`src/rtl/fpd_ser_pkg.sv`:
```
package fpd_ser_pkg;

  typedef enum logic {
    EDGE_RISE = 1'b0,
    EDGE_FALL = 1'b1
  } edge_mode_e;

  // Number of slots per pixel period in which the pixel clock is high.
  function automatic int unsigned high_slots(input int unsigned bits);
    return (bits + 1) / 2;
  endfunction

endpackage

```
`src/rtl/fpd_slot_timer.sv`:
```
module fpd_slot_timer #(
  parameter int unsigned BITS         = 7,
  parameter int unsigned LOCK_PERIODS = 1024
) (
  input  logic                     clk,
  input  logic                     rst,
  input  logic                     pd,
  output logic [$clog2(BITS)-1:0]  slot_o,
  output logic                     wrap_o,
  output logic                     fall_o,
  output logic                     pclk_o,
  output logic                     locked_o
);
  import fpd_ser_pkg::*;

  localparam int unsigned SLOT_W = $clog2(BITS);
  localparam int unsigned HIGH   = high_slots(BITS);
  localparam int unsigned LCK_W  = $clog2(LOCK_PERIODS + 1);

  logic [SLOT_W-1:0] slot_q, slot_nxt;
  logic              pclk_q;
  logic [LCK_W-1:0]  lcnt_q;
  logic              locked_q;

  assign wrap_o   = !pd && (slot_q == SLOT_W'(BITS - 1));
  assign fall_o   = !pd && (slot_q == SLOT_W'(HIGH - 1));
  assign slot_nxt = (slot_q == SLOT_W'(BITS - 1)) ? '0 : slot_q + 1'b1;

  always_ff @(posedge clk) begin
    if (rst || pd) begin
      slot_q   <= '0;
      pclk_q   <= 1'b1;
      lcnt_q   <= '0;
      locked_q <= 1'b0;
    end else begin
      slot_q <= slot_nxt;
      pclk_q <= (slot_nxt < SLOT_W'(HIGH));
      if (wrap_o && !locked_q) begin
        lcnt_q <= lcnt_q + 1'b1;
        if (lcnt_q == LCK_W'(LOCK_PERIODS - 1)) locked_q <= 1'b1;
      end
    end
  end

  assign slot_o   = slot_q;
  assign pclk_o   = pclk_q;
  assign locked_o = locked_q;


  slot_range_chk: assert property (@(posedge clk) disable iff (rst)
    slot_q <= SLOT_W'(BITS - 1));


  pclk_rise_chk: assert property (@(posedge clk) disable iff (rst)
    $rose(pclk_q) |-> (slot_q == '0));


  pclk_fall_chk: assert property (@(posedge clk) disable iff (rst)
    $fell(pclk_q) |-> (slot_q == SLOT_W'(HIGH)));


  lock_hold_chk: assert property (@(posedge clk) disable iff (rst)
    (locked_q && !pd) |=> locked_q);


  lock_rise_chk: assert property (@(posedge clk) disable iff (rst)
    $rose(locked_q) |-> $past(wrap_o));

endmodule

```
`src/rtl/fpd_capture.sv`:
```
module fpd_capture #(
  parameter int unsigned WORD_W = 21
) (
  input  logic              clk,
  input  logic              rst,
  input  logic              pd,
  input  logic              edge_sel,
  input  logic              at_rise,
  input  logic              at_fall,
  input  logic [WORD_W-1:0] din,
  output logic [WORD_W-1:0] word_o
);
  import fpd_ser_pkg::*;

  logic [WORD_W-1:0] word_q;
  logic              take;
  edge_mode_e        mode;

  assign mode = edge_mode_e'(edge_sel);
  assign take = (mode == EDGE_RISE) ? at_rise : at_fall;

  always_ff @(posedge clk) begin
    if (rst || pd)  word_q <= '0;
    else if (take)  word_q <= din;
  end

  assign word_o = word_q;


  capture_hold_chk: assert property (@(posedge clk) disable iff (rst)
    (!pd && !at_rise && !at_fall) |=> $stable(word_q));


  capture_clear_chk: assert property (@(posedge clk) disable iff (rst)
    pd |=> (word_q == '0));

endmodule

```
`src/rtl/fpd_lane_shift.sv`:
```
module fpd_lane_shift #(
  parameter int unsigned BITS = 7
) (
  input  logic            clk,
  input  logic            rst,
  input  logic            clr,
  input  logic            load,
  input  logic [BITS-1:0] load_val,
  output logic            ser_o
);
  logic [BITS-1:0] sreg_q;

  always_ff @(posedge clk) begin
    if (rst || clr)  sreg_q <= '0;
    else if (load)   sreg_q <= load_val;
    else             sreg_q <= {1'b0, sreg_q[BITS-1:1]};
  end

  assign ser_o = sreg_q[0];


  shift_order_chk: assert property (@(posedge clk) disable iff (rst)
    (!clr && !load) |=> (ser_o == $past(sreg_q[1])));


  load_first_chk: assert property (@(posedge clk) disable iff (rst)
    (!clr && load) |=> (ser_o == $past(load_val[0])));

endmodule

```
`src/rtl/fpd_link_serializer.sv`:
```
module fpd_link_serializer #(
  parameter int unsigned LANES        = 3,
  parameter int unsigned BITS         = 7,
  parameter int unsigned LOCK_PERIODS = 1024,
  parameter logic [6:0]  CLK_PAT      = 7'b1100011
) (
  input  logic                    clk,
  input  logic                    rst,
  input  logic                    pd_i,
  input  logic                    edge_sel_i,
  input  logic [LANES*BITS-1:0]   pix_word_i,
  output logic [LANES-1:0]        data_lane_o,
  output logic                    clk_lane_o,
  output logic                    lane_oe_o,
  output logic                    pix_clk_o,
  output logic                    locked_o
);
  localparam int unsigned WORD_W = LANES * BITS;
  localparam int unsigned SLOT_W = $clog2(BITS);

  logic [SLOT_W-1:0] slot;
  logic              wrap, fall;
  logic [WORD_W-1:0] held_word;
  logic [BITS-1:0]   clk_frame;
  logic              oe_q;

  fpd_slot_timer #(
    .BITS         (BITS),
    .LOCK_PERIODS (LOCK_PERIODS)
  ) timer_i (
    .clk      (clk),
    .rst      (rst),
    .pd       (pd_i),
    .slot_o   (slot),
    .wrap_o   (wrap),
    .fall_o   (fall),
    .pclk_o   (pix_clk_o),
    .locked_o (locked_o)
  );

  fpd_capture #(
    .WORD_W (WORD_W)
  ) cap_i (
    .clk      (clk),
    .rst      (rst),
    .pd       (pd_i),
    .edge_sel (edge_sel_i),
    .at_rise  (wrap),
    .at_fall  (fall),
    .din      (pix_word_i),
    .word_o   (held_word)
  );

  // Clock pattern is written in time order; slot 0 must sit in bit 0.
  for (genvar i = 0; i < BITS; i++) begin : g_pat
    assign clk_frame[i] = CLK_PAT[BITS-1-i];
  end

  for (genvar k = 0; k < LANES; k++) begin : g_lane
    fpd_lane_shift #(
      .BITS (BITS)
    ) sh_i (
      .clk      (clk),
      .rst      (rst),
      .clr      (pd_i),
      .load     (wrap),
      .load_val (held_word[k*BITS +: BITS]),
      .ser_o    (data_lane_o[k])
    );
  end

  fpd_lane_shift #(
    .BITS (BITS)
  ) clk_sh_i (
    .clk      (clk),
    .rst      (rst),
    .clr      (pd_i),
    .load     (wrap),
    .load_val (clk_frame),
    .ser_o    (clk_lane_o)
  );

  always_ff @(posedge clk) begin
    if (rst) oe_q <= 1'b0;
    else     oe_q <= !pd_i;
  end

  assign lane_oe_o = oe_q;


  reset_state_chk: assert property (@(posedge clk)
    rst |=> (data_lane_o == '0 && !clk_lane_o && !lane_oe_o && !locked_o && pix_clk_o));


  powerdown_park_chk: assert property (@(posedge clk) disable iff (rst)
    pd_i |=> (!lane_oe_o && data_lane_o == '0 && !clk_lane_o && !locked_o));


  clk_lane_start_chk: assert property (@(posedge clk) disable iff (rst)
    wrap |=> (clk_lane_o == CLK_PAT[BITS-1] && slot == '0));


  frame_pclk_chk: assert property (@(posedge clk) disable iff (rst)
    wrap |=> pix_clk_o);

endmodule

```
`config.mk`:
```
export PLATFORM = sky130hd
export DESIGN_NAME = fpd_link_serializer
export DESIGN_NICKNAME = d
export VERILOG_FILES = /design/src/rtl/fpd_ser_pkg.sv /design/src/rtl/fpd_slot_timer.sv /design/src/rtl/fpd_capture.sv /design/src/rtl/fpd_lane_shift.sv /design/src/rtl/fpd_link_serializer.sv
export SDC_FILE = /design/constraint.sdc
export NUM_CORES = 1
export LEC_CHECK = 0
export ABC_AREA = 1
export BUFFER_PORTS_ARGS = -buffer_cell sky130_fd_sc_hd__buf_2
export CORE_ASPECT_RATIO = 0.7
export CORE_UTILIZATION = 30
export CTS_BUF_LIST = sky130_fd_sc_hd__clkbuf_8
export DETAILED_ROUTE_END_ITERATION = 8
export PLACE_DENSITY_LB_ADDON = 0.12
export SKIP_CTS_REPAIR_TIMING = 1
export SLEW_MARGIN = 20
export SYNTH_ARGS = -nofsm -noshare
export SYNTH_HDL_FRONTEND = slang
export SYNTH_HIERARCHICAL = 1
export SYNTH_SLANG_ARGS = --single-unit
export TNS_END_PERCENT = 50
```
`constraint.sdc`:
```
create_clock -name clk -period 2.3 [get_ports clk]
set_input_delay 0 -clock clk [delete_from_list [all_inputs] [get_ports clk]]
set_output_delay 0 -clock clk [all_outputs]
set_load 0.1 [all_outputs]
```
---- Word-level counts from Yosys, hierarchy flattened ----
Cells that the tools add are included.
operators by class
  add/subtract/negate cells ............... 2
  multiply operators ...................... 0
  div/mod/pow operators ................... 0
  magnitude comparators ................... 1
  equal/unequal tests ..................... 3
  shifts and indexed selects .............. 0
  muxes and demuxes ....................... 6
  bitwise gates (word level) .............. 1
  reduce and logical (&&, ||, !) cells .... 9
operators with widths
  operator                 count
  $mux W6                  3
  $add A11 B1 Y11 const B  1
  $eq A11 B10 Y1 const B   1
  $mux W7                  1
  $reduce_or A2 Y1         2
  $add A3 B1 Y3 const B    1
  $eq A3 B2 Y1 const B     1
  $eq A3 B3 Y1 const B     1
  $logic_and A1 B1 Y1      3
  $lt A3 B3 Y1 const B     1
  $mux W3                  1
  $logic_not A1 Y1         2
  $reduce_and A2 Y1        1
  $logic_or A1 B1 Y1       1
  $mux W1                  1
  $not A1 Y1               1
word-level totals
  bits in registers ....................... 66
  latch bits .............................. 0
  bits in writable memories ............... 0
  ROM bits ................................ 0
  input bits .............................. 25
  logic and storage cells ................. 36
  memories ................................ 0

---- Depth between registers and ports, before layout ----
Gate-level depths: netlist (run 1).
  depth after elaboration ................. 4
  mapped depth ............................ 10
  depth with buffers taken out ............ 9

---- Cells and area by module ----
Netlist (run 1), hierarchy kept.
modules (own cells, without submodules)
  module               instances  cells each  area an instance (µm²)
  fpd_lane_shift       4          41          286.5
  fpd_capture          1          142         968.4
  fpd_slot_timer       1          115         797.0
  fpd_link_serializer  1          4           31.3

---- Worst setup path after synthesis (run 1) ----
Ideal clock, no wire load.
  kind .................................... register -> register
  start ................................... register timer_i.slot_q[0], in the netlist timer_i/slot_o[0]
  end ..................................... register cap_i.word_q[11], in the netlist cap_i/word_o[11]
  setup time .............................. 114 ps
  arrival ................................. 1858 ps
  required time ........................... 2186 ps
  setup slack ............................. 328 ps
  cell stages (with the launch flop) ...... 11
  path buffers ............................ 1
  cell sequence ........................... dfxtp_1 > inv_1 > ha_1 > nand2_2 > nor2_1 > inv_1 > nand2_1 > buf_4 > nand3_1 > nand2_1 > nor2_2
between the ends
  word-level cells in the longest chain between the ends .. 3
  elaborated cells on any way between the ends .. 5
RTL lines
  item                    line                       text
  start, declared         fpd_slot_timer.sv:20       logic [SLOT_W-1:0] slot_q, slot_nxt;
  start signal, assigned  fpd_slot_timer.sv:36       slot_q <= slot_nxt;
  $eq A3 B3 Y1            fpd_slot_timer.sv:25       assign wrap_o = !pd && (slot_q == SLOT_W'(BITS - 1));
  $logic_and A1 B1 Y1     fpd_slot_timer.sv:25
  net wrap                fpd_link_serializer.sv:22  logic wrap, fall;
  $mux W1                 fpd_capture.sv:20          assign take = (mode == EDGE_RISE) ? at_rise : at_fall;
  end signal, assigned    fpd_capture.sv:24          else if (take) word_q <= din;
  end, declared           fpd_capture.sv:15          logic [WORD_W-1:0] word_q;
The timed path passes the listed nets, and every way through them passes these cells.
A chain may end at the register's enable or synchronous reset.

---- Worst setup path after layout (run 1) ----
  start ................................... register timer_i.slot_q[0], in the netlist timer_i/slot_o[0]
  end ..................................... register timer_i.lcnt_q[2]
between the ends
  word-level cells in the longest chain between the ends .. 3
RTL lines
  item                  line                       text
  $eq A3 B3 Y1          fpd_slot_timer.sv:25
  $logic_and A1 B1 Y1   fpd_slot_timer.sv:25
  net wrap              fpd_link_serializer.sv:22
  $logic_and A1 B1 Y1   fpd_slot_timer.sv:38       if (wrap_o && !locked_q) begin
  end signal, assigned  fpd_slot_timer.sv:39       lcnt_q <= lcnt_q + 1'b1;
  end, declared         fpd_slot_timer.sv:22       logic [LCK_W-1:0] lcnt_q;
The timed path passes the listed nets, and every way through them passes these cells.

==> impl_metrics.csv, run 1 <==
group,metric,value,unit
cts,cts_buffers,9,
die,std_cell_rows,29,
power,pwr-share-clk,47.1,%
cts,clk_latency,340,ps
synthesis,yosysUniqueCellTypes,18,
detailed_routing,met1_length,3010,microns
grt,grt_pass1_vias,2217,
detailed_routing,avgViaCountPerCell,4.07,
synthesis,syn-instance-count,425,
sta,final_max_slew_viol_count,0,
synthesis,synth_seq_area_share,44.9,%
power,pwr-share-seq,47.3,%
power,power.total,2.43,mW
critical_path,crit_path_start_kind,"register",
detailed_routing,drcViolationCount,0,
detailed_routing,routedWlPerCell,9.53,microns
detailed_routing,ant_nets,0,
critical_path,cp.required,2530,ps
critical_path,critPathBufInv,2,
sta,setup_viol,0,
power,swShare,21.3,%
power,p_leak,1.42,nW
placement,place_congestion,0.728,
die,coreArea,9290,sq um
synthesis,ys_ff_latch,66,
sta,max-slew-margin-rel,41.2,%
cts,cts.clk_slew.worst_paths,70,ps
power,pwr-share-comb,5.6,%
final_layout,diodes,0,
die,die_x,120,microns
synthesis,yosys.area.top_type,"dfxtp_1",
placement,io_buffers,31,
synthesis,avgSynthCellArea,6.92,sq um
run_status,status,"finished with violations",
power,p_switching,517,uW
sta,min_period,1790,ps
detailed_routing,wl,5750,microns
die,pin_count,32,
die,die_h,84.9,microns
final_layout,nets,503,
cts,cts-root-buf,"clkbuf_8",
critical_path,critPathCaptureType,"register",
synthesis,synth_area_leaders,"dfxtp_1, nor2_1, nand2_1",
final_layout,drive_above_1_share,15.4,%
sta,rsz0062_at_grt,"false",
critical_path,crit_fanout,53,
critical_path,arrival,2020,ps
critical_path,cpLargestDelayFamily,"buffers and inverters",
detailed_routing,num_vias,2454,
critical_path,crit_chain,"inv_1 -> ha_1 -> nand2_2 -> nor2_4 -> buf_4 -> nand2_1 -> o21ai_0 -> a21oi_1",
sta,fmax,0.559,GHz
synthesis,synthesis.area,2940,sq um
run_status,violations,"hold timing",
sta,hold_violations,8,
cts,cts_htree_levels,3,
sta,tightest_slew,882,ps
min_path,worstHoldPathType,"in -> reg",
detailed_routing,drt_iter0_markers,50,
power,p_int,1.91,mW
power,powerDensity,691,nW/um^2
die,die_area,10200,sq um
synthesis,synth.yosys.warnings,6,
final_layout,syn_to_final_growth,19.3,%
placement,dp_hpwl,3870,microns
synthesis,synth_top_area_share,44.9,%
detailed_routing,met2_length,2470,microns
cts,cts_tree,"done",
critical_path,crit_type,"reg -> reg",
grt,antenna_found_initial,0,
sta,fin_setup_tns,0,ps
cts,clock_path_buffers,2,
power,ir_worst_vdd,0.000305,V
final_layout,fill_cells,1056,
detailed_routing,wl_met3,234,microns
grt,grt_pass1_wl,9840,microns
cts,cts.sinks,66,
detailed_routing,firstDrtPassIters,4,
critical_path,cp_slowest_stage_delay,460,ps
sta,whs,-29.7,ps
grt,gr-total-overflow,0,
die,initial_utilization,31.7,%
sta,clock_skew,10.2,ps
job,max_cap_violations,0,
sta,finalCritPeriodShare,77.8,%
critical_path,cp_slowest_cell,"buf_4",
grt,grt_start_max_net_pins,54,
detailed_routing,top_layer,"met4",
grt,grt_util_all_layers,12.4,%
-- cell type report --
cell class	count	area (sq um)	area share [%]
inverters	67	251	7.16
multi-input cells	284	1260	35.8
well taps	124	155	4.42
repair buffers	46	293	8.34
flip-flops and latches	66	1320	37.6
clock buffers	9	124	3.53
clock inverters	7	110	3.14
-- worst paths after layout --
kind                                 start                  endpoint  slack (ps)  cells past startpoint
setup reg to reg         timer_i/slot_o[0]         timer_i/lcnt_q[2]         510                      8
hold / removal              pix_word_i[11]          cap_i/word_o[11]         -30                      5
hold reg to reg   g_lane[1].sh_i/sreg_q[2]  g_lane[1].sh_i/sreg_q[1]         440                      2
setup / recovery         timer_i/slot_o[0]         timer_i/lcnt_q[2]         510                      8
-- kinds of logic (layout without fill, tap and decap cells) --
logic type | count (synthesis) | after routing | share of synthesized area [%]
AOI/OAI and AO/OA | 6 | 6 | 1.15
and+or+nand+nor | 265 | 265 | 38.1
xor gates and xnor gates | 2 | 2 | 0.595
adders and majority gates | 4 | 4 | 1.70
other | 2 | 7 | 0.255
DFF | 66 | 66 | 44.9
buffers and inverters | 80 | 129 | 13.3
-- state kept, by name, summed over array words and instances (netlist names) --
register and flops:
lane_oe_o 1, clk_sh_i/sreg_q 7, timer_i/slot_o 3, g_lane.sh_i/sreg_q 21, cap_i/word_o 21, timer_i/locked_o 1
timer_i/lcnt_q 11, timer_i/pclk_o 1
-- synthesized netlist by cell type --
cell type	instances
a21oi_1	3
buf_4	2
buf_6	11
conb_1	2
dfxtp_1	66
ha_1	4
inv_1	67
nand2_1	101
nand2_2	5
nand3_1	28
nand4_1	5
nor2_1	109
nor2_2	12
nor3_2	4
nor3_4	1
o21ai_0	2
o21ai_2	1
xor2_1	2
-- power by group through the flow --
stage	Combinational (mW)	Clock [mW]	Sequential [mW]
2_1_floorplan	0.0741	0	1.18
3_3_place_gp	0.125	0	1.17
3_5_place_dp	0.125	0	1.17
4_1_cts	0.126	1.19	1.15
5_1_grt	0.156	1.24	1.15
6_report	0.136	1.14	1.15
-- worst register-to-register path: stages, from the launching register on --
cell	delay, ps
dfxtp_1	330
inv_1	60
ha_1	150
nand2_2	100
nor2_4	100
buf_4	460
nand2_1	240
o21ai_0	210
a21oi_1	50
-- per-stage QoR --
stage	std cells	setup WS [ps]	hold WS (ps)	utilization, %	area [sq um]
global route	603	296	4.27	37.8	3510
finish	603	510	-29.7	37.8	3510
floorplan	430	328	66.7	-	2960
detailed placement	577	471	329	34.2	3180
global placement	577	502	323	34.2	3180
CTS	593	468	-44.2	36.7	3410
-- cells in the final DEF, fill, tap and decap left out, types with 7 or more instances in the layout --
cell and n:
conb_1 7, dfxtp_1 66, nand3_1 28, buf_2 31, clkbuf_8 9, dlygate4sd3_1 10
nand2_1 101, nor2_1 108, inv_1 69, nor2_2 12
-- layer usage --
| layer | vias to the layer above | track usage (%) |
|---|---|---|
| li1 | 1345 | - |
| met1 | 1082 | 15.8 |
| met2 | 25 | 18.8 |
| met3 | 2 | 5.24 |
| met4 | 0 | 4.60 |
| met5 | - | 0 |
No activity file was read; power rests on OpenSTA's default activity.
==> run 2: changes to the inputs <==
--- a/config.mk
+++ b/config.mk
@@ -5,7 +5,7 @@
 export SDC_FILE = /design/constraint.sdc
 export NUM_CORES = 1
 export LEC_CHECK = 0
-export ABC_AREA = 1
+export ABC_AREA = 0
 export BUFFER_PORTS_ARGS = -buffer_cell sky130_fd_sc_hd__buf_2
 export CORE_ASPECT_RATIO = 0.7
 export CORE_UTILIZATION = 30
==> constraint.sdc (replaced) <==
create_clock -name clk -period 1.6 [get_ports clk]
set_input_delay 0 -clock clk [delete_from_list [all_inputs] [get_ports clk]]
set_output_delay 0 -clock clk [all_outputs]
set_load 0.1 [all_outputs]
==> run 2 against run 1 <==
Global-route usage rose by 0.089 points. Combinational power rose by 21%. Synthesized area fell by 2.7%. Largest cell class is now multi-input gates. Core utilization rose by 2.7 points. Clock-buffer cell count rose by 1. Worst hold slack improved by 110 ps. The run ends with setup timing left. Setup slack got worse by 620 ps. Design area rose by 5.5%. Sequential share of layout area fell by 1.9 points. Critical endpoint is now cap_i/word_o[3]. First-iteration DRC count rose to 2.8 times the previous value. Non-clock buffer count rose by 4.
==> impl_metrics.csv, run 2 <==
group,metric,value,unit
run_status,status,"finished with violations",
run_status,violations,"setup timing",
synthesis,synthesis.area,2860,sq um
critical_path,critPathBufInv,2,
power,p_int,2.62,mW
detailed_routing,routedWlPerCell,13.9,microns
grt,antenna_found_initial,0,
synthesis,yosysUniqueCellTypes,35,
final_layout,drive_above_1_share,34.0,%
sta,min_period,1710,ps
synthesis,synth_area_leaders,"dfxtp_1, nor3b_1, mux2i_1",
detailed_routing,drt_iter0_markers,142,
placement,placed_cell_area,3220,sq um
grt,grt_start_max_net_pins,34,
final_layout,final_area,3710,sq um
die,die_h,83.7,microns
placement,place_congestion,0.683,
critical_path,regToRegSetupSlack,-110,ps
synthesis,synthXorXnorAreaFrac,0.306,%
final_layout,diodes,0,
synthesis,synthMostInstantiatedCell,"dfxtp_1",
cts,clock_path_buffers,2,
sta,final_max_slew_viol_count,0,
die,std_cell_rows,29,
critical_path,arrival,1940,ps
power,p_leak,1.35,nW
critical_path,reg2reg_from,"timer_i/slot_o[0]",
grt,grt_util_all_layers,12.5,%
critical_path,cpMostUsedCell,"ha_4",
synthesis,synth_compound_area_share,3.10,%
critical_path,crit_cells,7,
cts,cts_tree,"done",
detailed_routing,drcViolationCount,0,
cts,cts.clk_slew.worst_paths,70,ps
critical_path,crit_type,"reg -> reg",
sta,finalCritPeriodShare,107,%
die,die_x,119,microns
cts,clk_latency,340,ps
min_path,worstHoldPathType,"in -> reg",
synthesis,synth_commonest_cells,"dfxtp_1, nor3b_1, nor2_1",
synthesis,synth_top_family_by_area,"simple AND/OR/NAND/NOR gates",
power,ir_worst_vdd,0.000442,V
critical_path,cp_slowest_cell,"dfxtp_2",
critical_path,critPathCapture,"cap_i/word_o[3]",
synthesis,synth_edf_count,0,
power,swShare,21.7,%
grt,grt_pass1_wl,9590,microns
cts,cts.sinks,66,
power,powerDensity,904,nW/um^2
placement,io_buffers,31,
critical_path,cp.required,1830,ps
power,pwr-share-clk,45.8,%
detailed_routing,wl,6330,microns
grt,grt_pass1_vias,1935,
power,p_switching,728,uW
die,pin_count,32,
cts,cts_htree_levels,3,
die,coreArea,9140,sq um
synthesis,syn-instance-count,282,
critical_path,critPathCaptureType,"register",
final_layout,nets,356,
detailed_routing,ant_nets,0,
synthesis,synth.yosys.warnings,6,
cts,cts-root-buf,"clkbuf_8",
final_layout,fill_cells,935,
power,pwr-share-comb,4.9,%
synthesis,ys_ff_latch,66,
sta,fin_ws,-110,ps
critical_path,startpoint,"timer_i/slot_o[0]",
placement,post-place-ws,-109,ps
critical_path,rr_worst_depth,7,
final_layout,regArea,1330,sq um
critical_path,cp_slowest_stage_delay,340,ps
synthesis,synth_top_area_share,46.2,%
synthesis,synth_seq_area_share,46.2,%
sta,setup_viol,25,
cts,cts_buffers,9,
min_path,hold_start,"pix_word_i[10]",
critical_path,reg2reg_to,"cap_i/word_o[3]",
final_layout,layout_common_cells,"dfxtp_1, nor3b_1, nor2_1",
sta,rsz0062_at_grt,"true",
job,max_cap_violations,0,
synthesis,yosys.area.top_type,"dfxtp_1",
synthesis,synth-simple-area-share,25.1,%
die,die_area,9940,sq um
grt,gr-total-overflow,0,
sta,hold_violations,0,
placement,dp_hpwl,3730,microns
synthesis,synth_ff_type,"dfxtp_1",
sta,fmax,0.585,GHz
detailed_routing,firstDrtPassIters,4,
critical_path,cpLargestDelayFamily,"multiplexers",
final_layout,multi_input_area,1590,sq um
critical_path,crit_fanout,5,
detailed_routing,num_vias,2074,
die,initial_utilization,31.3,%
final_layout,syn_to_final_growth,29.5,%
final_layout,layout_commonest_cell,"dfxtp_1",
detailed_routing,avgViaCountPerCell,4.55,
sta,clock_skew,6.14,ps
synthesis,yosys.area_share.adder,1.75,%
synthesis,avgSynthCellArea,10.2,sq um
synthesis,synthMuxAreaShare,18.3,%
critical_path,crit_path_start_kind,"register",
power,pwr-share-seq,49.3,%
min_path,min_delay_path_depth,3,
synthesis,synthArstFlopShare,0,%
critical_path,crit_chain,"ha_4 -> ha_4 -> and2b_2 -> mux2i_4 -> buf_12 -> buf_8 -> mux2_2",
## run 2: cell families (layout without fill, tap and decap cells)
group,after synthesis,after routing
xor+xnor,1,1
compound gates,14,14
buf+inv,26,70
fa+ha+maj,4,4
flops,66,66
other cells,2,7
mux,49,49
simple gates,120,121
## run 2: layout make-up
class	count	share of cell area, %
multi-input combinational	196	42.9
sequential	66	35.8
inverter	4	0.405
tap	124	4.19
clock inverter	6	2.19
clock buffer	10	3.71
timing repair buffer	50	10.8
## run 2: worst register-to-register path, delay by kind of cell (launching register included)
kind / cells / cell delay (ps)
mux: 2 / 480
fa+ha+maj: 2 / 300
flops: 1 / 340
simple gates: 1 / 200
buf+inv: 2 / 280
## run 2: metrics by stage
step                setup TNS (ps)  std cells  power, mW  hold slack [ps]  util [%]
finish                       -2170        456       3.35             79.2      40.5
global route                 -3430        456       3.51             78.2      40.5
CTS                          -2420        449       3.39             60.8      37.6
floorplan                    -96.4        287       1.78             66.7         -
detailed placement           -2200        433       1.84              421      35.2
global placement             -1310        433       1.84              414      35.2
## run 2: power groups by stage
| stage | Clock, mW | Combinational, mW | Sequential (mW) |
|---|---|---|---|
| floorplan | 0 | 0.0848 | 1.70 |
| global route | 1.68 | 0.182 | 1.65 |
| global placement | 0 | 0.157 | 1.69 |
| detailed placement | 0 | 0.157 | 1.69 |
| finish | 1.53 | 0.165 | 1.65 |
| CTS | 1.59 | 0.158 | 1.65 |
## run 2: routing by layer
layer / part of all wire [%] / track usage, %
met5: 0 / 0
met4: 0.55 / 3.80
met3: 4.6 / 5.67
met2: 40 / 17.2
met1: 55 / 17.3
## run 2: worst min path at each step
stage | endpoint | slack, ps
final | cap_i/word_o[10] | 80
after global routing | cap_i/word_o[9] | 80
after CTS | cap_i/word_o[12] | 60
after detailed placement | g_lane[2].sh_i/sreg_q[6] | 420
after global placement | cap_i/word_o[6] | 410
after floorplan | lane_oe_o | 70
==> run 3: changes to the inputs <==
==> constraint.sdc (replaced) <==
create_clock -name clk -period 2 [get_ports clk]
set_input_delay 0 -clock clk [delete_from_list [all_inputs] [get_ports clk]]
set_output_delay 0 -clock clk [all_outputs]
set_load 0.1 [all_outputs]
==> run 3 against run 2 <==
The run now ends clean. Clock-buffer cell count is 2 higher. Maximum frequency decreased by 2.7%. Sequential power fell by 20%. Clock skew up 3.0 ps. Design area decreased by 10%. Via count shrank 5.0%. Sequential share of layout area rose by 3.9 points. Cell count shrank 3.3%. Worst hold slack got worse by 58 ps. Global-route usage fell by 0.25 points. Register-to-register slack gained 350 ps. Critical path type unchanged. Largest cell class unchanged. Combinational power shrank 30%.
==> impl_metrics.csv, run 3 (synthesis results as in run 2) <==
group,metric,value,unit
sta,min_period,1760,ps
final_layout,nets,342,
sta,fmax,0.569,GHz
critical_path,cp.required,2230,ps
sta,tightest_slew,509,ps
die,die_area,9940,sq um
final_layout,final_cells,441,
critical_path,critPathBufInv,1,
grt,grt_start_max_net_pins,47,
critical_path,cpMostUsedCell,"ha_1",
sta,setup_viol,0,
detailed_routing,wl_met3,260,microns
sta,hold_violations,0,
final_layout,layout_common_cells,"dfxtp_1, nor3b_1, nor2_1",
sta,clock_skew,9.10,ps
detailed_routing,routedWlPerCell,12.4,microns
cts,clock_path_buffers,2,
final_layout,finalCoreUtilization,36.5,%
final_layout,syn_to_final_growth,16.4,%
grt,grt_pass1_wl,9290,microns
critical_path,critPathCaptureType,"register",
die,initial_utilization,31.3,%
critical_path,crit_chain,"ha_1 -> ha_1 -> and2b_2 -> mux2i_2 -> buf_12 -> mux2_2",
placement,place_congestion,0.659,
cts,cts_htree_levels,3,
placement,dp.cells,426,
sta,whs,20.8,ps
die,die_h,83.7,microns
detailed_routing,ant_nets,0,
critical_path,crit_fanout,21,
placement,dp_hpwl,3500,microns
power,powerDensity,773,nW/um^2
sta,max-slew-margin-rel,66.1,%
critical_path,crit_path_start_kind,"register",
sta,final_max_slew_viol_count,0,
cts,cts_tree,"done",
detailed_routing,avgViaCountPerCell,4.47,
sta,fin_setup_tns,0,ps
critical_path,arrival,1990,ps
run_status,status,"finished, final reports clean",
critical_path,crit_type,"reg -> reg",
detailed_routing,top_layer,"met4",
min_path,worstHoldPathType,"in -> reg",
final_layout,diodes,0,
job,max_cap_violations,0,
detailed_routing,firstDrtPassIters,4,
final_layout,drive_above_1_share,26.2,%
detailed_routing,num_vias,1971,
placement,io_buffers,31,
die,die_x,119,microns
critical_path,cp_slowest_cell,"mux2_2",
grt,grt_pass1_vias,1893,
grt,grt_util_all_layers,12.3,%
grt,gr-total-overflow,0,
cts,cts-root-buf,"clkbuf_8",
detailed_routing,drt_iter0_markers,77,
sta,rsz0062_at_grt,"false",
critical_path,cpLargestDelayFamily,"multiplexers",
cts,clk_latency,340,ps
power,p_leak,1.19,nW
cts,cts.clk_slew.worst_paths,70,ps
die,std_cell_rows,29,
detailed_routing,met2_length,2080,microns
grt,antenna_found_initial,0,
die,coreArea,9140,sq um
detailed_routing,drcViolationCount,0,
critical_path,cp_slowest_stage_delay,350,ps
detailed_routing,wl,5470,microns
power,ir_worst_vdd,0.000419,V
cts,cts_buffers,9,
sta,finalCritPeriodShare,87.9,%
cts,cts.sinks,66,
detailed_routing,met1_length,3030,microns
die,pin_count,32,
final_layout,layout_commonest_cell,"dfxtp_1",
## run 3: changes by cell type in the layout (fill, tap and decap cells not counted), sizes merged
cell / before / now
buf: 48 / 37
bufinv: 2 / 1
clkinv: 2 / 1
clkinvlp: 1 / 0
nand4bb: 2 / 1
## run 3: cell type report
type | instances | area (sq um)
Inverter | 4 | 15.0
Multi-Input combinational cell | 195 | 1430
Timing Repair Buffer | 37 | 213
Clock buffer | 12 | 165
Fill cell | 974 | 5810
Tap cell | 124 | 155
Clock inverter | 3 | 38.8
Sequential cell | 66 | 1320
## run 3: power by group
group,internal (mW),switching [mW],total [mW]
clock network,0.664,0.479,1.14
registers,1.32,0.00165,1.32
logic,0.0429,0.0726,0.115
total,2.02,0.553,2.58
## run 3: through the flow
stage                     total power [mW]  area (sq um)  setup WS [ps]
after floorplan                       1.42          2880            263
after global placement                1.47          3130            270
after detailed placement              1.47          3130            247
after CTS                             2.64          3330            239
after global routing                  2.71          3330            167
final                                 2.58          3330            242
## run 3: routing by layer
layer  global-route usage, %  up-vias
met4                    5.52        0
met1                    17.0      902
met2                    16.4       29
met5                       0        -
li1                        -     1031
met3                    5.12        9
## run 3: path summary, 6_finish.rpt
check | start | endpoint | slack (ps) | depth (start not counted)
max | timer_i/slot_o[0] | cap_i/word_o[4] | 240 | 6
min | pd_i | lane_oe_o | 20 | 2
max reg2reg | timer_i/slot_o[0] | cap_i/word_o[4] | 240 | 6
min reg2reg | cap_i/word_o[20] | g_lane[2].sh_i/sreg_q[6] | 430 | 2
## run 3: worst reg2reg max path: stages, from the launching register on
cell     delay, ps
dfxtp_1        320
ha_1           200
ha_1           170
and2b_2        190
mux2i_2        200
buf_12         210
mux2_2         360
